--- src/rtl/hirq_pkg.sv ---
// Shared constants and types for the three-level interrupt aggregator.
// Assumes: eight lines per block and eight blocks per master.
package hirq_pkg;
    localparam int LINES_PER_BLK = 8;
    localparam int BLKS_PER_MST  = 8;

    // register offsets from the window base
    localparam int OFS_ROOT  = 0;
    localparam int OFS_MST0  = 1;
    localparam int OFS_SEL   = 5;
    localparam int OFS_LATCH = 6;
    localparam int OFS_CFG   = 7;
    localparam int OFS_RT    = 8;

    // config byte field positions
    localparam int CB_LVL  = 0;
    localparam int CB_MFE  = 1;
    localparam int CB_MRE  = 2;
    localparam int CB_CLR  = 3;
    localparam int CB_WREN = 7;

    typedef struct packed {
        logic lvl;      // 1: level mode, 0: edge mode
        logic mask_fe;  // 1: ignore falling edge / low level
        logic mask_re;  // 1: ignore rising edge / high level
    } trig_cfg_t;
endpackage

--- src/rtl/hirq_line.sv ---
// One interrupt line: trigger setting, previous-sample register and sticky pending bit.
// Assumes: line_in is already synchronous; cfg_we is asserted only for an accepted
// config write addressed to this line.
module hirq_line
    import hirq_pkg::*;
(
    input  logic       clk,
    input  logic       rst_n,
    input  logic       line_in,
    input  logic       cfg_we,
    input  logic [7:0] cfg_byte,
    output logic       pending
);
    trig_cfg_t cfg_q;
    logic      prev_q;
    logic      hit;

    // store the trigger setting on an accepted config write
    always_ff @(posedge clk) begin
        if (!rst_n)
            cfg_q <= '{lvl: 1'b0, mask_fe: 1'b1, mask_re: 1'b1};
        else if (cfg_we)
            cfg_q <= '{lvl: cfg_byte[CB_LVL], mask_fe: cfg_byte[CB_MFE], mask_re: cfg_byte[CB_MRE]};
    end

    // keep last cycle's level for edge detection
    always_ff @(posedge clk) begin
        if (!rst_n) prev_q <= 1'b0;
        else        prev_q <= line_in;
    end

    // trigger event under the current setting
    always_comb begin
        if (cfg_q.lvl)
            hit = (!cfg_q.mask_re && line_in) || (!cfg_q.mask_fe && !line_in);
        else
            hit = (!cfg_q.mask_re && line_in && !prev_q) || (!cfg_q.mask_fe && !line_in && prev_q);
    end

    // sticky pending bit, clear wins over a same-cycle event
    always_ff @(posedge clk) begin
        if (!rst_n)                          pending <= 1'b0;
        else if (cfg_we && cfg_byte[CB_CLR]) pending <= 1'b0;
        else if (hit)                        pending <= 1'b1;
    end
endmodule

--- src/rtl/hirq_tree.sv ---
// OR-reduction tree: pending lines -> block flags -> master flags -> summary output.
// Assumes: NUM_IRQ is a multiple of eight.
module hirq_tree
    import hirq_pkg::*;
#(
    parameter int NUM_IRQ = 256,
    localparam int NUM_BLK = NUM_IRQ / LINES_PER_BLK,
    localparam int NUM_MST = (NUM_BLK + BLKS_PER_MST - 1) / BLKS_PER_MST,
    localparam int PAD_W   = NUM_MST * BLKS_PER_MST
)
(
    input  logic [NUM_IRQ-1:0] pend,
    output logic [PAD_W-1:0]   blk_pad,
    output logic [NUM_MST-1:0] mst_any,
    output logic               irq_out
);
    logic [NUM_BLK-1:0] blk_any;

    // block level: any of eight lines pending
    for (genvar b = 0; b < NUM_BLK; b++) begin : g_blk
        assign blk_any[b] = |pend[b*LINES_PER_BLK +: LINES_PER_BLK];
    end

    // pad the block flags to whole masters
    assign blk_pad = PAD_W'(blk_any);

    // master level: any of eight blocks flagged
    for (genvar m = 0; m < NUM_MST; m++) begin : g_mst
        assign mst_any[m] = |blk_pad[m*BLKS_PER_MST +: BLKS_PER_MST];
    end

    // summary line
    assign irq_out = |mst_any;
endmodule

--- src/rtl/hirq_regs.sv ---
// Register window: block select, config write strobes and read multiplexer.
// Assumes: at most four masters, fewer than 256 blocks, and reads without side effects.
module hirq_regs
    import hirq_pkg::*;
#(
    parameter int                NUM_IRQ   = 256,
    parameter int                ADDR_W    = 10,
    parameter logic [ADDR_W-1:0] BASE_ADDR = 10'h1BB,
    localparam int NUM_BLK = NUM_IRQ / LINES_PER_BLK,
    localparam int NUM_MST = (NUM_BLK + BLKS_PER_MST - 1) / BLKS_PER_MST,
    localparam int PAD_W   = NUM_MST * BLKS_PER_MST,
    localparam int BLK_W   = (NUM_BLK > 1) ? $clog2(NUM_BLK) : 1
)
(
    input  logic               clk,
    input  logic               rst_n,
    input  logic [ADDR_W-1:0]  addr,
    input  logic               wr_en,
    input  logic [7:0]         wdata,
    input  logic [NUM_IRQ-1:0] pend,
    input  logic [NUM_IRQ-1:0] lines,
    input  logic [PAD_W-1:0]   blk_pad,
    input  logic [NUM_MST-1:0] mst_any,
    output logic [7:0]         sel_q,
    output logic [NUM_IRQ-1:0] cfg_we_vec,
    output logic [7:0]         rdata
);
    localparam logic [ADDR_W-1:0] A_ROOT  = ADDR_W'(BASE_ADDR + OFS_ROOT);
    localparam logic [ADDR_W-1:0] A_SEL   = ADDR_W'(BASE_ADDR + OFS_SEL);
    localparam logic [ADDR_W-1:0] A_LATCH = ADDR_W'(BASE_ADDR + OFS_LATCH);
    localparam logic [ADDR_W-1:0] A_CFG   = ADDR_W'(BASE_ADDR + OFS_CFG);
    localparam logic [ADDR_W-1:0] A_RT    = ADDR_W'(BASE_ADDR + OFS_RT);
    localparam logic [7:0]        BLK_LIM = 8'(NUM_BLK);

    logic             sel_ok;
    logic [BLK_W-1:0] blk_idx;

    assign sel_ok  = sel_q < BLK_LIM;
    assign blk_idx = sel_q[BLK_W-1:0];

    // block select register
    always_ff @(posedge clk) begin
        if (!rst_n)                       sel_q <= '0;
        else if (wr_en && addr == A_SEL)  sel_q <= wdata;
    end

    // one-hot config strobe for the addressed line of the selected block
    always_comb begin
        cfg_we_vec = '0;
        if (wr_en && addr == A_CFG && wdata[CB_WREN] && sel_ok)
            cfg_we_vec[{blk_idx, wdata[6:4]}] = 1'b1;
    end

    // read data multiplexer, zero for anything unmapped
    always_comb begin
        rdata = '0;
        if (addr == A_ROOT)
            rdata = 8'({mst_any, 1'b0});
        for (int m = 0; m < NUM_MST; m++) begin
            if (addr == ADDR_W'(BASE_ADDR + OFS_MST0 + m))
                rdata = blk_pad[m*BLKS_PER_MST +: BLKS_PER_MST];
        end
        if (addr == A_SEL)
            rdata = sel_q;
        if (addr == A_LATCH && sel_ok)
            rdata = pend[blk_idx*LINES_PER_BLK +: LINES_PER_BLK];
        if (addr == A_RT && sel_ok)
            rdata = lines[blk_idx*LINES_PER_BLK +: LINES_PER_BLK];
    end
endmodule

--- src/rtl/hier_irq_aggr.sv ---
// Top of the three-level interrupt aggregator: per-line cells, OR tree and register window.
// Assumes: irq_in is synchronous to clk and the register port is a simple strobe interface.
module hier_irq_aggr
    import hirq_pkg::*;
#(
    parameter int                NUM_IRQ   = 256,
    parameter int                ADDR_W    = 10,
    parameter logic [ADDR_W-1:0] BASE_ADDR = 10'h1BB,
    localparam int NUM_BLK = NUM_IRQ / LINES_PER_BLK,
    localparam int NUM_MST = (NUM_BLK + BLKS_PER_MST - 1) / BLKS_PER_MST,
    localparam int PAD_W   = NUM_MST * BLKS_PER_MST
)
(
    input  logic               clk,
    input  logic               rst_n,
    input  logic [NUM_IRQ-1:0] irq_in,
    input  logic [ADDR_W-1:0]  reg_addr,
    input  logic               reg_wr_en,
    input  logic [7:0]         reg_wdata,
    output logic [7:0]         reg_rdata,
    output logic               irq_out
);
    logic [NUM_IRQ-1:0] pend_vec;
    logic [NUM_IRQ-1:0] cfg_we_vec;
    logic [PAD_W-1:0]   blk_pad;
    logic [NUM_MST-1:0] mst_any;
    logic [7:0]         sel_q;

    // one cell per interrupt line
    for (genvar i = 0; i < NUM_IRQ; i++) begin : g_line
        hirq_line u_line (
            .clk      (clk),
            .rst_n    (rst_n),
            .line_in  (irq_in[i]),
            .cfg_we   (cfg_we_vec[i]),
            .cfg_byte (reg_wdata),
            .pending  (pend_vec[i])
        );
    end

    hirq_tree #(.NUM_IRQ(NUM_IRQ)) u_tree (
        .pend    (pend_vec),
        .blk_pad (blk_pad),
        .mst_any (mst_any),
        .irq_out (irq_out)
    );

    hirq_regs #(.NUM_IRQ(NUM_IRQ), .ADDR_W(ADDR_W), .BASE_ADDR(BASE_ADDR)) u_regs (
        .clk        (clk),
        .rst_n      (rst_n),
        .addr       (reg_addr),
        .wr_en      (reg_wr_en),
        .wdata      (reg_wdata),
        .pend       (pend_vec),
        .lines      (irq_in),
        .blk_pad    (blk_pad),
        .mst_any    (mst_any),
        .sel_q      (sel_q),
        .cfg_we_vec (cfg_we_vec),
        .rdata      (reg_rdata)
    );
endmodule

--- config.mk ---
export PLATFORM = sky130hd
export DESIGN_NAME = hier_irq_aggr
export DESIGN_NICKNAME = d
export VERILOG_FILES = /design/src/rtl/hirq_pkg.sv /design/src/rtl/hirq_line.sv /design/src/rtl/hirq_tree.sv /design/src/rtl/hirq_regs.sv /design/src/rtl/hier_irq_aggr.sv
export SDC_FILE = /design/constraint.sdc
export NUM_CORES = 2
export LEC_CHECK = 0
export BUFFER_PORTS_ARGS = -buffer_cell sky130_fd_sc_hd__buf_2
export CAP_MARGIN = 10
export CORE_ASPECT_RATIO = 0.75
export CORE_MARGIN = 5
export CORE_UTILIZATION = 55
export DETAILED_ROUTE_END_ITERATION = 12
export PLACE_DENSITY_LB_ADDON = 0.25
export SYNTH_ARGS = -nofsm -noshare
export SYNTH_HDL_FRONTEND = slang
export SYNTH_SLANG_ARGS = --single-unit
--- constraint.sdc ---
create_clock -name clk -period 3.85 [get_ports clk]
set_clock_uncertainty 0.2 [all_clocks]
set_input_delay 0.385 -clock clk [delete_from_list [all_inputs] [get_ports clk]]
set_output_delay 0.385 -clock clk [all_outputs]
set_load 0.05 [all_outputs]
==> flow_summary.ini <==
[worst_setup_path]
cp-start-kind = flop
cp_max_fo = 2
path_class = flop to output pin
cp-end-kind = output pin
r2r_end = g_line[157].u_line.cfg_q[1]$_SDFFE_PN1N_
startpoint = g_line[142].u_line.pending$_SDFFE_PP0P_
crit_end = reg_rdata[3]
r2r-start = u_regs.sel_q[4]$_SDFFE_PN0P_
cp.arrival_ns = 3.48
cp_data_required_time_ns = 3.26
r2r_setup_slack_ns = 0.48
reg2regPathDepth = 7

[synth]
ys.flop_type = dfxtp_1
yosysMostFrequentCell = dfxtp_1
synth_commonest_cells = 1,288 x dfxtp_1, 900 x mux2i_1, 647 x nand2_1, 441 x nand3_1, 333 x clkbuf_1
syn_area_mm2 = 0.05755
ys_types = 63
synth-edff-count = 0
muxShareOfSynthArea = 0.2002
synth_compound_area_frac = 0.09912
synth_top_family_by_area = multiplexers
async_flop_share = 0
synthXorXnorAreaFrac = 0.03896
synth-simple-area-share = 0.1827
ys_ff_latch = 1288
synth_top_cell_area_share = 0.4480
syn_area_per_cell_um2 = 9.749
postSynthCellCount = 5903
synth.net_count = 6180
synth_area_leader_cell = dfxtp_1
yosysSeqAreaShare = 0.4480
synth_warnings = 0
synth_fa_ha_area_frac = 0
synth_area_leaders = dfxtp_1 45%, mux2i_1 16%, mux4_2 4.2%, nand2_1 4.2%, xor2_1 3.9%

[place]
numPortBuffers = 285
hpwl_um = 157700
pre_cts_slack_ns = -0.06111
dp.cells = 7408
gp_congestion = 1.091
place_area_mm2 = 0.06159

[hold_path]
hp-class = input port to flop
whs_path_depth = 3

[cts]
ctsRootBufferMaster = clkbuf_16
h-tree-depth = 3
cts_buffers = 117
path_clk_slew_ns = 0.06
cts_sinks = 1288
cts_tree = done
clk_path_buf_depth = 3
worstSkewPairLatency_ns = 0.75

[layout]
syn_to_final_growth_pct = 20.47
finalNonFillerCells = 7932
fin_area_mm2 = 0.06933
nNetsFinal = 6703
final_util = 0.6698
drive_gt1_frac = 0.1593

[pwr]
vdd_drop_max_mv = 0.3738
design_power_total_mw = 27.71
cellPowerDensity_mw_per_mm2 = 399.6
power_leakage_nw = 26.90

[floorplanning]
fp.coreArea_mm2 = 0.1035
fp.dieW_um = 383.5
io_pins = 286
die_h_um = 290.1
initial_core_util = 0.5560
design.die.area_mm2 = 0.1113
rows = 102

[detailed_routing]
drc_errors = 0
via_count = 49835
drtAntennaViolNets = 0
drtIter0Drc = 7344
via_per_inst = 6.283
routed_wirelength_um = 228800
detail_route.first_pass.iterations = 7
wire_per_inst_um = 28.85

[global_route]
grt_pass1_vias = 46140
grt_max_degree = 169
grt_pass1_wl_um = 325500
grt.total_usage = 0.3942
antenna_found_initial = 21
overflow = 0

[timing]
drv_slew = 0
holdWs_ns = -0.002693
final.setup.tns_ns = -0.4724
finalHoldViolations = 1
layout_min_cycle_time_ns = 4.069
slew-limit-headroom = 0.2281
finalWorstSetupSlack_ns = -0.2185
fin_crit_sh = 1.057
tightest_slew_ns = 1.157
finalSetupViolCount = 6
fmax_mhz = 245.8
rsz0062_at_grt = true

[status]
violations = hold timing, setup timing
status = complete, but fails checks

[flow_run]
cap_violations = 0
## worst max-delay path, stage by stage (launching register included)
cell,delay (ns)
dfxtp_1,0.37
nor4_4,0.47
nand4_1,0.18
nor4_2,0.29
buf_4,0.21
o21ai_0,0.08
buf_4,0.15
a211oi_2,0.20
o211ai_1,0.34
buf_4,0.29
buf_12,0.14
## placed cells by master, fill, tap and decap left out, types with 41 or more instances in the layout
cell,netlist,routed
dfxtp_1,1288,1285
mux2i_1,900,892
nand2_1,647,643
nand3_1,441,441
dlygate4sd3_1,0,273
buf_2,25,273
a21oi_1,274,271
and2_1,269,269
o21ai_0,269,265
o21a_1,257,257
xor2_1,256,256
buf_4,0,229
nor2b_1,205,204
nor3_1,139,133
clkbuf_16,0,119
mux4_2,108,108
a21boi_0,65,65
nor3_4,60,61
buf_12,2,50
nor4_1,73,49
nor2_1,43,41
## state kept, by name, indices dropped and copies added, names as in the netlist
name,count
g_line.u_line.cfg_q,768
u_regs.sel_q,8
g_line.u_line.prev_q,256
g_line.u_line.pending,256
## layout make-up
cell class / instances / area, µm²
Fill cell: 7932 / 34170
Multi-Input combinational cell: 4167 / 30540
Sequential cell: 1288 / 25800
Timing Repair Buffer: 848 / 7168
Clock buffer: 164 / 3406
Tap cell: 1404 / 1757
Clock inverter: 52 / 628.1
Inverter: 4 / 18.77
Antenna cell: 5 / 12.51
## timing repair
action | CTS | global route
gates cloned | 2 | 1
hold endpoints to repair | 319 | 0
gates resized for setup | 81 | 31
pin swaps | 19 | 13
endpoints found under the setup margin | 9 | 9
setup buffers | 28 | 5
hold buffers | 273 | 0
## where the power goes
group          switching (mW)  internal, mW  leakage [nW]
Combinational            1.20         0.703          14.4
Clock                    5.31          6.97          2.00
Sequential             0.0602          13.5          10.5
Total                    6.57          21.1          26.9
## worst min path at each step
stage | from | end | slack [ns]
3_5_place_dp | g_line[192].u_line.cfg_q[2]$_SDFFE_PN0N_ | g_line[192].u_line.cfg_q[2]$_SDFFE_PN0N_ | 0.25
6_report | reg_wdata[0] | g_line[72].u_line.cfg_q[2]$_SDFFE_PN0N_ | -0.003
3_3_place_gp | g_line[0].u_line.cfg_q[2]$_SDFFE_PN0N_ | g_line[0].u_line.cfg_q[2]$_SDFFE_PN0N_ | 0.24
2_1_floorplan | g_line[0].u_line.cfg_q[2]$_SDFFE_PN0N_ | g_line[0].u_line.cfg_q[2]$_SDFFE_PN0N_ | 0.23
4_1_cts | reg_wdata[1] | g_line[71].u_line.cfg_q[1]$_SDFFE_PN1N_ | 0.01
5_1_grt | reg_wdata[1] | g_line[64].u_line.cfg_q[1]$_SDFFE_PN1N_ | 0.03
## per-layer routing
layer,global-route usage,part of all wire
met5,0.002584,0.00023
met4,0.1373,0.044
met3,0.1511,0.15
met2,0.5413,0.40
met1,0.5633,0.41
## cell families (layout without fill, tap and decap cells)
kind of cell / count (synthesis) / in the layout
multiplexers: 1015 / 1015
buffers and inverters: 448 / 1068
AND/OR/NAND/NOR: 1959 / 1959
XOR/XNOR: 256 / 256
flip-flops: 1288 / 1288
other: 0 / 5
AO/OA/AOI/OAI: 937 / 937
(Power assumes the default switching activity.)
